`src/rtl/hp_pkg.sv`:
```
package hp_pkg;
  typedef enum logic [1:0] {
    HP_RUN  = 2'd0,
    HP_PEND = 2'd1,
    HP_HALT = 2'd2
  } hp_state_e;

  localparam int unsigned HP_SYNC_DEF = 2;
  localparam int unsigned HP_PIN_CNT  = 4;
endpackage

```
`src/rtl/hp_sync.sv`:
```
module hp_sync #(
  parameter int unsigned WIDTH   = 4,
  parameter int unsigned STAGES  = 2,
  parameter logic [WIDTH-1:0] RST_VAL = '0
) (
  input  logic             clk,
  input  logic             rst_n,
  input  logic [WIDTH-1:0] d,
  output logic [WIDTH-1:0] q
);
  logic [WIDTH-1:0] stg_q [STAGES];

  for (genvar s = 0; s < STAGES; s++) begin : g_stage
    logic [WIDTH-1:0] stg_d;
    if (s == 0) begin : g_first
      assign stg_d = d;
    end else begin : g_next
      assign stg_d = stg_q[s-1];
    end
    always_ff @(posedge clk or negedge rst_n) begin
      if (!rst_n) stg_q[s] <= RST_VAL;
      else        stg_q[s] <= stg_d;
    end
  end

  assign q = stg_q[STAGES-1];
endmodule

```
`src/rtl/hp_edge.sv`:
```
module hp_edge #(
  parameter int unsigned WIDTH = 2,
  parameter logic [WIDTH-1:0] RST_VAL = '0
) (
  input  logic             clk,
  input  logic             rst_n,
  input  logic [WIDTH-1:0] lvl,
  output logic [WIDTH-1:0] rise,
  output logic [WIDTH-1:0] fall
);
  logic [WIDTH-1:0] prev_q;

  always_ff @(posedge clk or negedge rst_n) begin
    if (!rst_n) prev_q <= RST_VAL;
    else        prev_q <= lvl;
  end

  for (genvar b = 0; b < WIDTH; b++) begin : g_bit
    assign rise[b] =  lvl[b] & ~prev_q[b];
    assign fall[b] = ~lvl[b] &  prev_q[b];
  end
endmodule

```
`src/rtl/hp_pause_fsm.sv`:
```
module hp_pause_fsm
  import hp_pkg::*;
(
  input  logic clk,
  input  logic rst_n,
  input  logic desel,
  input  logic sck_lvl,
  input  logic sck_rise,
  input  logic sck_fall,
  input  logic hold_fall,
  input  logic hold_rise,
  output logic sample_stb,
  output logic drive_stb,
  output logic halted
);
  hp_state_e state_q, state_d;

  always_comb begin
    state_d = state_q;
    unique case (state_q)
      HP_RUN: begin
        if (!desel && hold_fall) state_d = sck_lvl ? HP_PEND : HP_HALT;
      end
      HP_PEND: begin
        if (desel || hold_rise) state_d = HP_RUN;
        else if (sck_fall)      state_d = HP_HALT;
      end
      HP_HALT: begin
        if (desel)                      state_d = HP_RUN;
        else if (hold_rise && !sck_lvl) state_d = HP_RUN;
      end
      default: state_d = HP_RUN;
    endcase
  end

  always_ff @(posedge clk or negedge rst_n) begin
    if (!rst_n) state_q <= HP_RUN;
    else        state_q <= state_d;
  end

  assign halted     = (state_q == HP_HALT);
  assign sample_stb = sck_rise & ~desel & (state_q != HP_HALT);
  assign drive_stb  = sck_fall & ~desel & (state_q == HP_RUN) & ~hold_fall;

  AST_NO_STB_HALTED: assert property (@(posedge clk) disable iff (!rst_n)
    halted |-> (!sample_stb && !drive_stb));
  AST_ENTRY_SCK_LOW: assert property (@(posedge clk) disable iff (!rst_n)
    $rose(halted) |-> !$past(sck_lvl));
  AST_EXIT_QUALIFIED: assert property (@(posedge clk) disable iff (!rst_n)
    $fell(halted) |-> ($past(desel) || ($past(hold_rise) && !$past(sck_lvl))));
  AST_DESEL_CLEARS: assert property (@(posedge clk) disable iff (!rst_n)
    desel |=> !halted);
  AST_DESEL_NO_STB: assert property (@(posedge clk) disable iff (!rst_n)
    desel |-> (!sample_stb && !drive_stb));
endmodule

```
`src/rtl/spi_hold_ctrl.sv`:
```
module spi_hold_ctrl
  import hp_pkg::*;
#(
  parameter int unsigned SYNC_STAGES = HP_SYNC_DEF
) (
  input  logic clk,
  input  logic rst_n,
  input  logic cs_n_pin,
  input  logic sck_pin,
  input  logic hold_n_pin,
  input  logic si_pin,
  output logic sample_stb,
  output logic drive_stb,
  output logic sample_bit,
  output logic so_oe,
  output logic paused,
  output logic xfer_reset
);
  localparam int unsigned PINS = HP_PIN_CNT;
  localparam logic [PINS-1:0] PIN_RST = 4'b0110;

  logic [1:0] rst_sync_q;
  logic       rst_int_n;

  always_ff @(posedge clk or negedge rst_n) begin
    if (!rst_n) rst_sync_q <= 2'b00;
    else        rst_sync_q <= {rst_sync_q[0], 1'b1};
  end
  assign rst_int_n = rst_sync_q[1];

  logic [PINS-1:0] pin_s;
  hp_sync #(.WIDTH(PINS), .STAGES(SYNC_STAGES), .RST_VAL(PIN_RST)) i_sync (
    .clk  (clk),
    .rst_n(rst_int_n),
    .d    ({si_pin, hold_n_pin, cs_n_pin, sck_pin}),
    .q    (pin_s)
  );

  logic sck_s, desel_s, hold_n_s, si_s;
  assign sck_s    = pin_s[0];
  assign desel_s  = pin_s[1];
  assign hold_n_s = pin_s[2];
  assign si_s     = pin_s[3];

  logic [1:0] rise_v, fall_v;
  hp_edge #(.WIDTH(2), .RST_VAL(2'b10)) i_edge (
    .clk  (clk),
    .rst_n(rst_int_n),
    .lvl  ({hold_n_s, sck_s}),
    .rise (rise_v),
    .fall (fall_v)
  );

  logic desel_prev_q;
  always_ff @(posedge clk or negedge rst_int_n) begin
    if (!rst_int_n) desel_prev_q <= 1'b1;
    else            desel_prev_q <= desel_s;
  end

  logic halted;
  hp_pause_fsm i_fsm (
    .clk       (clk),
    .rst_n     (rst_int_n),
    .desel     (desel_s),
    .sck_lvl   (sck_s),
    .sck_rise  (rise_v[0]),
    .sck_fall  (fall_v[0]),
    .hold_fall (fall_v[1]),
    .hold_rise (rise_v[1]),
    .sample_stb(sample_stb),
    .drive_stb (drive_stb),
    .halted    (halted)
  );

  assign sample_bit = si_s & sample_stb;
  assign paused     = halted;
  assign xfer_reset = desel_s & ~desel_prev_q;
  assign so_oe      = rst_int_n & ~desel_s & hold_n_pin & ~halted;

  AST_RESET_PULSE_ONE: assert property (@(posedge clk) disable iff (!rst_int_n)
    xfer_reset |=> !xfer_reset);
  AST_PAUSED_NO_SO: assert property (@(posedge clk) disable iff (!rst_int_n)
    paused |-> !so_oe);
endmodule

```
`config.mk`:
```
export PLATFORM = sky130hd
export DESIGN_NAME = spi_hold_ctrl
export DESIGN_NICKNAME = d
export VERILOG_FILES = /design/src/rtl/hp_pkg.sv /design/src/rtl/hp_sync.sv /design/src/rtl/hp_edge.sv /design/src/rtl/hp_pause_fsm.sv /design/src/rtl/spi_hold_ctrl.sv
export SDC_FILE = /design/constraint.sdc
export NUM_CORES = 1
export LEC_CHECK = 0
export BUFFER_PORTS_ARGS = -buffer_cell sky130_fd_sc_hd__buf_4
export CAP_MARGIN = 25
export CORE_AREA = 2 2 39 41
export CTS_CLUSTER_DIAMETER = 60
export DETAILED_ROUTE_END_ITERATION = 10
export DIE_AREA = 0 0 41 43
export PLACE_DENSITY = 0.59
export REMOVE_ABC_BUFFERS = 1
export SLEW_MARGIN = 20
export SYNTH_ARGS = -nofsm -noshare
export SYNTH_HDL_FRONTEND = slang
export SYNTH_SLANG_ARGS = --single-unit
```
`constraint.sdc`:
```
create_clock -name clk -period 1.4 [get_ports clk]
set_clock_uncertainty 0.15 [all_clocks]
set_input_delay 0.28 -clock clk [delete_from_list [all_inputs] [get_ports clk]]
set_output_delay 0.28 -clock clk [all_outputs]
set_load 0.005 [all_outputs]
```
# Word level (Yosys, flattened, before mapping)
# Cells that the tools add are included.
[word_totals]
register_bits = 15
out_inout_bits = 6
input_bits = 6
elab_cells = 48
[op_classes]
n_reduce_logical = 7
bitwise_logic = 22
muxes = 7
eq_ne = 6
[ops]
columns = ["operator", "count"]
rows = [
  ["$and A1 B1 Y1", 14],
  ["$mux W2", 6],
  ["$not A1 Y1", 8],
  ["$ne A3 B1 Y1 const B", 2],
  ["$pmux W2 S3", 1],
  ["$reduce_and A3 Y1", 1],
  ["$eq A2 B1 Y1 const B", 1],
  ["$eq A2 B2 Y1 const B", 1],
  ["$logic_and A1 B1 Y1", 2],
  ["$logic_not A1 Y1", 2],
  ["$logic_not A2 Y1", 1],
  ["$ne A2 B1 Y1 const B", 1],
  ["$ne A2 B2 Y1 const B", 1],
  ["$logic_or A1 B1 Y1", 1],
]

# Depth between registers and ports, before layout
[logic_depth]
ltp_word = 6
ltp_mapped = 3
mapped_depth_nobuf = 3

# Modules after synthesis
# Synthesis repeated with hierarchy kept, for this count alone.
[hier_totals]
hier_cells = 37
area_unflattened_um2 = 533.0
[by_module_without_submodules]
columns = ["module", "area_per_inst_um2", "seq_area_each_um2", "cells_per_inst", "instances"]
rows = [
  ["hp_sync", 205.2, 205.2, 8, 1],
  ["hp_pause_fsm", 136.4, 50.0, 16, 1],
  ["spi_hold_ctrl", 105.1, 76.3, 7, 1],
  ["hp_edge", 86.3, 51.3, 6, 1],
]

# Worst setup path after synthesis
# No wires, ideal clock.
[synth_path]
path_type = "flip-flop to output port"
start = "register i_fsm.state_q[1]"
end = "output sample_bit"
arrival_time_ns = 0.966
path_slack_ns = 0.004
stages_incl_launch_ff = 4
required_time_ns = 0.970
n_path_buf = 0
path_cell_list = "dfrtp_1 nor2b_1 nor4b_2 and2_1"
[synth_via]
elab_chain_cells = 3
[synth_lines]
columns = ["item", "line", "rtl"]
rows = [
  ["start: declaration", "hp_pause_fsm.sv:16", "hp_state_e state_q, state_d;"],
  ["start signal: assignment", "hp_pause_fsm.sv:38", "else state_q <= state_d;"],
  ["$ne A2 B2 Y1", "hp_pause_fsm.sv:42", "assign sample_stb = sck_rise & ~desel & (state_q != HP_HALT);"],
  ["$and A1 B1 Y1", "hp_pause_fsm.sv:42", ""],
  ["via sample_stb", "spi_hold_ctrl.sv:12", "output logic sample_stb,"],
  ["$and A1 B1 Y1", "spi_hold_ctrl.sv:75", "assign sample_bit = si_s & sample_stb;"],
  ["end: declaration", "spi_hold_ctrl.sv:14", "output logic sample_bit,"],
]
# The timed path passes the listed nets, and every way through them passes these cells.

# Worst setup path after layout
[layout_path]
start = "register i_fsm.state_q[1]"
end = "output sample_bit"
[layout_via]
elab_chain_cells = 3
[layout_lines]
columns = ["item", "line"]
rows = [
  ["$ne A2 B2 Y1", "hp_pause_fsm.sv:42"],
  ["$and A1 B1 Y1", "hp_pause_fsm.sv:42"],
  ["$and A1 B1 Y1", "spi_hold_ctrl.sv:75"],
]
# No other way between the ends.

==> results.json <==
{
  "status": "finished with violations",
  "violations": "negative setup slack",
  "synth_seq_area_share_pct": 74.1,
  "via_per_inst": 4.42,
  "die_y_um": 43,
  "cts-htree-levels": 1,
  "tritoncts_clock_tree": "yes",
  "timing.final.max_slew_violations": 0,
  "clock_insertion_delay_worst_skew_ns": 0.27,
  "cts-root-to-sink-buffers": 2,
  "grt_overflow_total": 0,
  "synth_cells": 37,
  "dpl_cell_area_sq_um": 687,
  "synthesis.area_per_instance_sq_um": 14.0,
  "ioPinCount": 12,
  "cp_cell_sequence": "nor2b_4 -> nor4b_4 -> and2_1 -> buf_4",
  "synth_area_sq_um": 517,
  "total_leakage_power_uw": 0.000387,
  "antenna-diode-count": 0,
  "maxCapViolCount": 0,
  "drive_gt1_share_pct": 58.8,
  "setup_ws_ns": -0.304,
  "final_min_period_over_clock_period_pct": 122,
  "detailed_place_hpwl_um": 642,
  "synth.area.top_cells": "sky130_fd_sc_hd__dfrtp_1, sky130_fd_sc_hd__dfstp_2, sky130_fd_sc_hd__a21oi_1, sky130_fd_sc_hd__nor3_1, sky130_fd_sc_hd__a2111oi_2",
  "post-place-cells": 73,
  "timing.final.hold_violations": 0,
  "drc_violation_count_after_routing": 0,
  "clk_transition_reported_paths_ns": 0.08,
  "rsz0062_at_grt": "yes",
  "detailedRoute.firstIterationViolations": 2,
  "initial_utilization_pct": 37.3,
  "cts_inserted_buffers": 3,
  "totalWireLength_um": 925,
  "finalNetCount": 75,
  "clk_root_buf": "sky130_fd_sc_hd__clkbuf_4",
  "setup.worst_path.class": "reg2out",
  "layoutNonFillerInstCount": 84,
  "fin_setup_tns_ns": -1.44,
  "critPathArrivalTime_ns": 1.27,
  "crit_path_max_fanout": 2,
  "detailroute.via_count": 371,
  "peakVddDrop_mv": 0.695,
  "critical_path.top_delay_family": "simple AND/OR/NAND/NOR gates",
  "route.detailed.wl_per_inst_um": 11.0,
  "synth.yosys.warnings": 0,
  "timing.hold.worst.class": "reg2async",
  "critPathMaxStageDelay_ns": 0.39,
  "crit_path_required_time_ns": 0.97,
  "ff2ff_setup_slack_ns": 0.04,
  "yosys_register_bits": 15,
  "grt_first_pass_wirelength_um": 1570,
  "floorplan.core_area_sq_mm": 0.00138,
  "synth_cell_type_count": 16,
  "finalInstanceArea_sq_um": 837,
  "cp_slowest_cell": "sky130_fd_sc_hd__dfrtp_1",
  "cts.sinks": 15,
  "die_width_um": 41,
  "gp_congestion": 0.688,
  "drt_pre_antenna_iters": 4,
  "worstSetupStartpointType": "flop",
  "finalWorstPathRequiredPeriod_ns": 1.70,
  "end_kind": "output pin",
  "groute.usage.overall_pct": 14.4,
  "area_growth_pct": 62.0,
  "fmax_mhz": 587,
  "grt_start_max_net_pins": 14,
  "placement_rows": 14,
  "yosysTopAreaCell": "sky130_fd_sc_hd__dfrtp_1",
  "port_buffers": 11,
  "final_antenna_net_count": 0,
  "floorplan.die_area_sq_mm": 0.00176,
  "cellPowerDensity_mw_per_mm2": 967,
  "synthDominantCellAreaShare_pct": 43.6,
  "setup-violations-final": 6,
  "antenna_found_initial": 0,
  "worst-path-buf-inv": 1,
  "grt_pass1_vias": 375
}
[layout by cell type, fill, tap and decap left out]
cell type                       synthesis  final
sky130_fd_sc_hd__buf_4                  0     20
sky130_fd_sc_hd__dfrtp_1                9      8
sky130_fd_sc_hd__dfstp_2                6      6
sky130_fd_sc_hd__dlygate4sd3_1          0      5
sky130_fd_sc_hd__inv_1                  4      3
sky130_fd_sc_hd__clkbuf_4               0      3
sky130_fd_sc_hd__nor2b_4                0      2
sky130_fd_sc_hd__nor3_2                 0      2
sky130_fd_sc_hd__a21oi_1                3      2
sky130_fd_sc_hd__buf_6                  0      2
sky130_fd_sc_hd__nor4b_4                0      1
sky130_fd_sc_hd__and2_1                 1      1
sky130_fd_sc_hd__inv_2                  0      1
sky130_fd_sc_hd__a21oi_2                0      1
sky130_fd_sc_hd__nor2_1                 1      1
sky130_fd_sc_hd__and4b_1                1      1
sky130_fd_sc_hd__nand2_1                1      1
sky130_fd_sc_hd__o21ai_0                1      1
sky130_fd_sc_hd__nor3_1                 3      1
sky130_fd_sc_hd__nand2b_1               1      1
sky130_fd_sc_hd__a21o_1                 1      1
sky130_fd_sc_hd__a2111oi_4              0      1
sky130_fd_sc_hd__clkbuf_1               0      1
sky130_fd_sc_hd__dfrtp_2                0      1
sky130_fd_sc_hd__conb_1                 1      1
[sequential cells by signal, indices dropped and copies added, names as in the netlist]
signal	count
i_fsm.state_q	2
i_edge.prev_q	2
desel_prev_q	1
i_sync.q	4
i_sync.g_stage.stg_d	4
rst_sync_q	2
[per-stage QoR]
stage               utilization [%]  setup WS (ns)  hold slack [ns]  power, uW
finish                         60.5         -0.304           0.0439        809
global route                   60.5         -0.429           0.0726        859
CTS                            58.4         -0.369           0.0512        818
detailed placement             49.6        -0.0590          -0.0854        558
global placement               49.6        -0.0642          -0.0875        555
floorplan                         -        0.00352           -0.166        507
[cell type report]
class	count	area (sq um)
fill	113	547
multi-input combinational	18	169
tap	16	20.0
timing repair buffer	27	223
clock buffer	4	26.3
inverter	4	15.0
sequential	15	384
[synthesized netlist by cell type]
cell,n
sky130_fd_sc_hd__nand2_1,1
sky130_fd_sc_hd__inv_1,4
sky130_fd_sc_hd__a2111oi_2,1
sky130_fd_sc_hd__and2_1,1
sky130_fd_sc_hd__nor2_1,1
sky130_fd_sc_hd__nor3_1,3
sky130_fd_sc_hd__nor4b_2,1
sky130_fd_sc_hd__a21oi_1,3
sky130_fd_sc_hd__and4b_1,1
sky130_fd_sc_hd__nand2b_1,1
sky130_fd_sc_hd__o21ai_0,1
sky130_fd_sc_hd__a21o_1,1
sky130_fd_sc_hd__dfstp_2,6
sky130_fd_sc_hd__conb_1,1
sky130_fd_sc_hd__nor2b_1,2
sky130_fd_sc_hd__dfrtp_1,9
[what timing repair did]
action                                 in CTS  in global routing
setup endpoints to repair                   7                  7
hold buffers                                5                  0
pin swaps                                   4                  4
buffers inserted                            2                  2
endpoints found under the hold margin       6                  0
gates resized for setup                     6                  7
[cell families after synthesis]
logic type / after synthesis / synth area share [%]
flops: 15 / 74.1
simple gates: 11 / 14.0
compound gates: 6 / 8.23
buf+inv: 4 / 2.90
other cells: 1 / 0.726
[power breakdown]
group          internal (uW)  leakage [uW]  switching (uW)
sequential               462      0.000170            15.9
combinational           65.6      0.000201            38.6
clock                    110     0.0000150             117
total                    638      0.000387             171
[routing by layer]
layer	track usage (%)	share of wire, %
met1	16.5	41
met4	10.0	0.65
met5	0	0
met2	21.6	55
met3	4.71	3.0
[path summary, 6_finish.rpt]
path,depth (start not counted),from,endpoint
setup / recovery,4,i_fsm.state_q[1],sample_bit
hold / removal,1,rst_sync_q[1],i_fsm.state_q[0]
setup reg to reg,3,i_edge.prev_q[1],i_fsm.state_q[1]
hold reg to reg,1,rst_sync_q[1],i_fsm.state_q[0]
max in group asynchronous,1,rst_sync_q[1],i_sync.q[1]
min in group clk,0,i_sync.g_stage[1].stg_d[0],i_sync.q[0]
No activity file was read; power rests on OpenSTA's default activity.
